==> config.mk <==
export PLATFORM = sky130hd
export DESIGN_NAME = pb_method_decoder
export DESIGN_NICKNAME = d
export VERILOG_FILES = /design/src/rtl/pbd_pkg.sv /design/src/rtl/pbd_burst_ctrl.sv /design/src/rtl/pbd_router.sv /design/src/rtl/pbd_macro_seq.sv /design/src/rtl/pb_method_decoder.sv
export SDC_FILE = /design/constraint.sdc
export NUM_CORES = 1
export LEC_CHECK = 0
export BUFFER_PORTS_ARGS = -buffer_cell sky130_fd_sc_hd__buf_2
export CAP_MARGIN = 30
export CORE_ASPECT_RATIO = 0.7
export CORE_MARGIN = 2
export CORE_UTILIZATION = 45
export CTS_CLUSTER_DIAMETER = 40
export DETAILED_ROUTE_END_ITERATION = 6
export PLACE_DENSITY = 0.78
export SETUP_SLACK_MARGIN = 0.5
export SKIP_CTS_REPAIR_TIMING = 1
export SLEW_MARGIN = 5
export SYNTH_ARGS = -nofsm -noshare
export SYNTH_HDL_FRONTEND = slang
export SYNTH_SLANG_ARGS = --single-unit
==> constraint.sdc <==
create_clock -name clk -period 8.1 [get_ports clk]
set_clock_uncertainty 0.05 [all_clocks]
set_input_delay 0.81 -clock clk [delete_from_list [all_inputs] [get_ports clk]]
set_output_delay 0.81 -clock clk [all_outputs]
set_load 0.02 [all_outputs]
==> src/rtl/pbd_pkg.sv <==
package pbd_pkg;

    localparam int WORD_W  = 32;
    localparam int METH_W  = 12;
    localparam int SUB_W   = 3;
    localparam int CNT_W   = 13;
    localparam int OFF_W   = METH_W + 2;
    localparam int MIDX_W  = 7;

    typedef enum logic [2:0] {
        OPC_INC  = 3'd1,
        OPC_NINC = 3'd3,
        OPC_IMM  = 3'd4,
        OPC_ONCE = 3'd5
    } opcode_e;

    typedef enum logic [1:0] {
        BM_INC  = 2'd0,
        BM_NINC = 2'd1,
        BM_ONCE = 2'd2
    } burst_mode_e;

    typedef enum logic [1:0] {
        MOP_START = 2'd0,
        MOP_PUSH  = 2'd1,
        MOP_EXEC  = 2'd2
    } mac_op_e;

    typedef struct packed {
        logic [METH_W-1:0] method;
        logic [SUB_W-1:0]  subch;
        logic [WORD_W-1:0] data;
        logic              last;
    } meth_req_t;

    function automatic logic is_burst_op(input logic [2:0] op);
        return (op == OPC_INC) || (op == OPC_NINC) || (op == OPC_ONCE);
    endfunction

    function automatic burst_mode_e mode_of(input logic [2:0] op);
        case (op)
            OPC_NINC: return BM_NINC;
            OPC_ONCE: return BM_ONCE;
            default:  return BM_INC;
        endcase
    endfunction

endpackage

==> src/rtl/pbd_burst_ctrl.sv <==
module pbd_burst_ctrl
    import pbd_pkg::*;
(
    input  logic              clk,
    input  logic              rst,
    input  logic [WORD_W-1:0] word,
    input  logic              take,
    output logic              is_data,
    output meth_req_t         req
);
    logic [CNT_W-1:0]  cnt_q;
    logic [METH_W-1:0] meth_q;
    logic [SUB_W-1:0]  sub_q;
    burst_mode_e       mode_q;

    logic              in_burst;
    logic [2:0]        op;
    logic [CNT_W-1:0]  hdr_cnt;

    assign in_burst = (cnt_q != '0);
    assign op       = word[31:29];
    assign hdr_cnt  = word[28:16];

    always_comb begin
        req     = '0;
        is_data = 1'b0;
        if (in_burst) begin
            is_data    = 1'b1;
            req.method = meth_q;
            req.subch  = sub_q;
            req.data   = word;
            req.last   = (cnt_q == CNT_W'(1));
        end else if (op == OPC_IMM) begin
            is_data    = 1'b1;
            req.method = word[METH_W-1:0];
            req.subch  = word[15:13];
            req.data   = WORD_W'(hdr_cnt);
            req.last   = 1'b1;
        end
    end

    always_ff @(posedge clk) begin
        if (rst) begin
            cnt_q  <= '0;
            meth_q <= '0;
            sub_q  <= '0;
            mode_q <= BM_INC;
        end else if (take) begin
            if (in_burst) begin
                cnt_q <= cnt_q - 1'b1;
                case (mode_q)
                    BM_INC:  meth_q <= meth_q + 1'b1;
                    BM_ONCE: begin
                        meth_q <= meth_q + 1'b1;
                        mode_q <= BM_NINC;
                    end
                    default: meth_q <= meth_q;
                endcase
            end else if (is_burst_op(op)) begin
                cnt_q  <= hdr_cnt;
                meth_q <= word[METH_W-1:0];
                sub_q  <= word[15:13];
                mode_q <= mode_of(op);
            end
        end
    end
endmodule

==> src/rtl/pbd_router.sv <==
module pbd_router
    import pbd_pkg::*;
#(
    parameter int N_ENG       = 5,
    parameter int LOCAL_END   = 'h60,
    parameter int MACRO_BASE  = 'hE00,
    parameter int MAC_SUB_A   = 0,
    parameter int MAC_SUB_B   = 3
) (
    input  logic             req_valid,
    input  meth_req_t        req,
    input  logic             loc_ready,
    input  logic [N_ENG-1:0] eng_ready,
    input  logic             mac_ready,
    output logic             loc_v,
    output logic [N_ENG-1:0] eng_v,
    output logic             mac_v,
    output logic             route_ready
);
    logic is_loc, is_mac, is_eng, mac_ok;

    assign is_loc = (int'(req.method) < LOCAL_END);
    assign is_mac = (int'(req.method) >= MACRO_BASE);
    assign is_eng = !is_loc && !is_mac;
    assign mac_ok = (req.subch == SUB_W'(MAC_SUB_A)) || (req.subch == SUB_W'(MAC_SUB_B));

    assign loc_v = req_valid && is_loc;
    assign mac_v = req_valid && is_mac && mac_ok;

    for (genvar g = 0; g < N_ENG; g++) begin : g_eng
        assign eng_v[g] = req_valid && is_eng && (req.subch == SUB_W'(g));
    end

    always_comb begin
        if (loc_v)           route_ready = loc_ready;
        else if (|eng_v)     route_ready = |(eng_v & eng_ready);
        else if (mac_v)      route_ready = mac_ready;
        else                 route_ready = 1'b1;
    end
endmodule

==> src/rtl/pbd_macro_seq.sv <==
module pbd_macro_seq
    import pbd_pkg::*;
(
    input  logic              clk,
    input  logic              rst,
    input  logic              last_take,
    input  logic [MIDX_W-1:0] idx_in,
    input  logic              mac_ready,
    output logic              exec_pend,
    output logic [MIDX_W-1:0] exec_idx
);
    always_ff @(posedge clk) begin
        if (rst) begin
            exec_pend <= 1'b0;
            exec_idx  <= '0;
        end else if (exec_pend) begin
            if (mac_ready) exec_pend <= 1'b0;
        end else if (last_take) begin
            exec_pend <= 1'b1;
            exec_idx  <= idx_in;
        end
    end
endmodule

==> src/rtl/pb_method_decoder.sv <==
module pb_method_decoder
    import pbd_pkg::*;
#(
    parameter int N_ENG      = 5,
    parameter int LOCAL_END  = 'h60,
    parameter int MACRO_BASE = 'hE00,
    parameter int MAC_SUB_A  = 0,
    parameter int MAC_SUB_B  = 3
) (
    input  logic              clk,
    input  logic              rst,
    input  logic              in_valid,
    output logic              in_ready,
    input  logic [WORD_W-1:0] in_word,
    output logic              loc_valid,
    input  logic              loc_ready,
    output logic [OFF_W-1:0]  loc_offset,
    output logic [WORD_W-1:0] loc_data,
    output logic              loc_last,
    output logic [N_ENG-1:0]  eng_valid,
    input  logic [N_ENG-1:0]  eng_ready,
    output logic [OFF_W-1:0]  eng_offset,
    output logic [WORD_W-1:0] eng_data,
    output logic              eng_last,
    output logic              mac_valid,
    input  logic              mac_ready,
    output logic [1:0]        mac_op,
    output logic [MIDX_W-1:0] mac_index,
    output logic [WORD_W-1:0] mac_data,
    output logic              mac_last
);
    meth_req_t         req;
    logic              is_data, take, route_ready, req_valid;
    logic              loc_v, mac_v, exec_pend;
    logic [N_ENG-1:0]  eng_v;
    logic [MIDX_W-1:0] exec_idx, req_idx;

    assign req_valid = in_valid && is_data && !exec_pend;
    assign in_ready  = !exec_pend && (!is_data || route_ready);
    assign take      = in_valid && in_ready;
    assign req_idx   = req.method[MIDX_W:1];

    pbd_burst_ctrl u_burst (
        .clk     (clk),
        .rst     (rst),
        .word    (in_word),
        .take    (take),
        .is_data (is_data),
        .req     (req)
    );

    pbd_router #(
        .N_ENG      (N_ENG),
        .LOCAL_END  (LOCAL_END),
        .MACRO_BASE (MACRO_BASE),
        .MAC_SUB_A  (MAC_SUB_A),
        .MAC_SUB_B  (MAC_SUB_B)
    ) u_route (
        .req_valid   (req_valid),
        .req         (req),
        .loc_ready   (loc_ready),
        .eng_ready   (eng_ready),
        .mac_ready   (mac_ready),
        .loc_v       (loc_v),
        .eng_v       (eng_v),
        .mac_v       (mac_v),
        .route_ready (route_ready)
    );

    pbd_macro_seq u_mseq (
        .clk       (clk),
        .rst       (rst),
        .last_take (mac_v && mac_ready && req.last),
        .idx_in    (req_idx),
        .mac_ready (mac_ready),
        .exec_pend (exec_pend),
        .exec_idx  (exec_idx)
    );

    assign loc_valid  = loc_v;
    assign loc_offset = {req.method, 2'b00};
    assign loc_data   = req.data;
    assign loc_last   = req.last;

    assign eng_valid  = eng_v;
    assign eng_offset = {req.method, 2'b00};
    assign eng_data   = req.data;
    assign eng_last   = req.last;

    always_comb begin
        if (exec_pend) begin
            mac_valid = 1'b1;
            mac_op    = MOP_EXEC;
            mac_index = exec_idx;
            mac_data  = '0;
            mac_last  = 1'b1;
        end else begin
            mac_valid = mac_v;
            mac_op    = req.method[0] ? MOP_PUSH : MOP_START;
            mac_index = req_idx;
            mac_data  = req.data;
            mac_last  = req.last;
        end
    end
endmodule

==> results.md <==
- Area Growth Syn to Fin: 18.4%
- Fin crit period: 4.72 ns
- Crit path max-delay family: compound AO/OA/AOI/OAI gates
- TritonCTS buffer count: 5
- Required time of the critical path: roughly 7.2 ns
- Vias: between 4000 and 5000
- Ant diodes: 0
- Avg Inst Size Synth: ~7 um2
- Final Cell Area: between 4000 and 5000 um2
- R2r setup slk: roughly 4 ns
- Initial DRC count: roughly 460
- Placed cell areas: 4450 um2
- Flops & latches, synth: 38
- P_leak: ~2.2 nW
- Die ar.: between 9000 and 10000 um2
- Largest net degree at the start of global routing: 73
- CTS tree: built
- Core ar.: 8440 um2
- F_max: ~210 MHz
- Slew Viols, Final: 0
- Min-delay worst type: reg2reg
- Clock Tree Root: clkbuf_16
- Fin crit share: about three fifths
- FP Rows: 28
- Crit-path max FO: between 70 and 80
- Setup TNS: 0 ns
- Htree depth: 2
- Synth warn: 0
- Multi-input logic area: about 2500 um2
- GPL Wtd Cong: 0.981
- Post-synth EDFFs: 0
- CP startpoint kind: flip-flop
- Final core occ: 54.7%
- Slowest CP cell: o221ai_2
- Layout Nets: about 700
- Top Ports: 186
- FF-to-FF Start: u_burst.cnt_q[1]$_SDFFE_PP0P_
- Seq/Total Area, Yosys: between 10% and 20%
- Vias in the first global route: between 3000 and 4000
- Crit path capture: in_ready
- Grt ovf: 0
- CP Class: reg2out
- Filler instances: 840
- FFs w/ async S/R, synth: 0%
- PwrDens: 455 nW/um2
- Total wire length: between 10 and 15 mm
- Routed Antenna Nets: 0
- Cell variety after synth: 62
- PortBufs: roughly 180
- Final hold violations: 0
- Vias/cell: 5.93
- First-pass GRT wire length: 20.8 mm
- Peak supply drop: 212 uV
- Slew @ Worst Pin: around 0.9 ns
- GR Util All Layers: between 20 and 30%
- Antenna violations before repair: 0
- Rel. slew slack: between 30% and 40%
- DRC Markers: 0
- DIE WIDTH: 115 um
- CP Launch Point: u_burst.cnt_q[1]$_SDFFE_PP0P_
- Critical Path AT: between 3 and 4 ns
- RSZ-0062 raised after global routing: no
- Status: finished clean
- Reg area: 761 um2
- TritonRoute pass-1 iters: 5
- Buffers & Inverters on Critical Path: 3
- Max-Cap Viols: 0
- Crit path largest cell delay: 0.64 ns
- DPL Wire Length: between 10 and 15 mm
- Starting Density: 46.2%
- Worst reg2reg endpoint: u_burst.meth_q[3]$_SDFFE_PP0P_
- Cells after Synth: 553
- Critical-path cell list: inv_1 > ha_1 > nor3b_2 > and4_2 > buf_4 > nand3_2 > a21o_1 > o221ai_2 > a21oi_1 > nor2_1 > buf_2
- Detail-routed net length per standard cell: between 15 and 20 um
- Mapped Area: 3900 um2
- Layout cells sized above 1: 34.1%
- Critical path depth: 11
- Clock Pin Slew Worst Setup and Hold Paths: roughly 0.06 ns
- Reg2Reg Depth: 10
- Final setup vio count: 0
- Later-pin clock latency in the skew report: around 0.28 ns
- Max Root-Sink Buffers: 2
- Clock sinks: 38
- Top_reg_cell synth: dfxtp_1
- Worst setup EP type: primary output
- Die span in y: just over 80 um
-- sequential cells by signal (all words and copies together), names as in the netlist --
register / count
u_burst.sub_q: 3
u_mseq.exec_pend: 1
u_burst.cnt_q: 13
u_mseq.exec_idx: 7
u_burst.meth_q: 12
u_burst.mode_q: 2
-- worst reg2reg max path, stage by stage, from the launching register on --
cell and delay (ns):
dfxtp_1 0.31, inv_1 0.13, ha_1 0.27, nor3b_2 0.33, and4_2 0.42, buf_4 0.60
mux2i_1 0.22, a22oi_2 0.37, o21a_1 0.55, nand3_2 0.38, a221oi_1 0.42
-- routing by layer --
layer,up-vias,track usage (%),share of wire [%],wire [um]
met5,-,0,0,0
met4,0,6.87,1.6,225
met3,26,7.31,11,1570
met2,290,44.9,44,6160
met1,2170,38.2,44,6130
li1,2131,-,-,-
-- synthesized netlist by cell type (all sizes together), types with 13 or more instances --
master	number	area [um2]
and2	42	263
buf	68	492
inv	16	60.1
clkbuf	24	90.1
nor3	13	70.1
mux2i	16	160
nand3	45	235
a21oi	39	195
o21ai	16	83.8
dfxtp	38	761
nand2	74	278
nor2	30	115
-- how the worst min path moves through the flow --
stage | startpoint | endpoint | slack (ns) | cells past startpoint
2_1_floorplan | u_burst.cnt_q[12]$_SDFFE_PP0P_ | u_burst.cnt_q[12]$_SDFFE_PP0P_ | 0.40 | 2
3_5_place_dp | u_mseq.exec_idx[1]$_SDFFE_PP0P_ | u_mseq.exec_idx[1]$_SDFFE_PP0P_ | 0.43 | 2
3_3_place_gp | u_mseq.exec_idx[3]$_SDFFE_PP0P_ | u_mseq.exec_idx[3]$_SDFFE_PP0P_ | 0.42 | 2
6_report | u_mseq.exec_idx[4]$_SDFFE_PP0P_ | u_mseq.exec_idx[4]$_SDFFE_PP0P_ | 0.44 | 2
5_1_grt | u_mseq.exec_idx[0]$_SDFFE_PP0P_ | u_mseq.exec_idx[0]$_SDFFE_PP0P_ | 0.47 | 2
4_1_cts | u_burst.cnt_q[12]$_SDFFE_PP0P_ | u_burst.cnt_q[12]$_SDFFE_PP0P_ | 0.44 | 2
-- cell usage in the layout, fill, tap and decap left out, types with 15 or more instances in the layout --
master,instances
dfxtp_1,38
buf_2,181
mux2i_1,16
o21ai_0,15
nor2_1,29
inv_1,16
a21oi_1,39
nand3_1,43
nand2_1,74
and2_1,42
-- stage by stage --
stage | hold slack (ns) | cells | power (mW) | setup WS [ns]
floorplan | 0.401 | 556 | 1.51 | 4.58
global placement | 0.418 | 771 | 1.82 | 3.95
detailed placement | 0.429 | 772 | 1.84 | 3.77
CTS | 0.445 | 779 | 2.08 | 3.42
global route | 0.468 | 779 | 2.22 | 3.14
finish | 0.441 | 779 | 2.10 | 3.38
-- layout make-up --
class                   count  area share [%]
multi-input cells         409            54.4
well taps                 120            3.25
clock buffers               6            3.01
repair buffers            188            20.9
flip-flops and latches     38            16.5
clock inverters             1           0.651
inverters                  17            1.38
-- report_power, final --
part           internal [mW]  switching [mW]  total, mW  leakage, nW
clock network          0.152          0.0802      0.232       0.0829
registers              0.224          0.0487      0.273        0.309
logic                  0.499            1.10       1.60         1.79
total                  0.875            1.23       2.10         2.18
-- cells by family after synthesis --
kind of cell / after synthesis / synth area share, %
other cells: 1 / 0.0962
compound gates: 120 / 21.5
mux: 27 / 7.29
fa+ha+maj: 3 / 0.963
buf+inv: 109 / 16.6
xor+xnor: 2 / 0.450
flops: 38 / 19.5
simple gates: 253 / 33.6
Power figures use the tool's default switching activity.
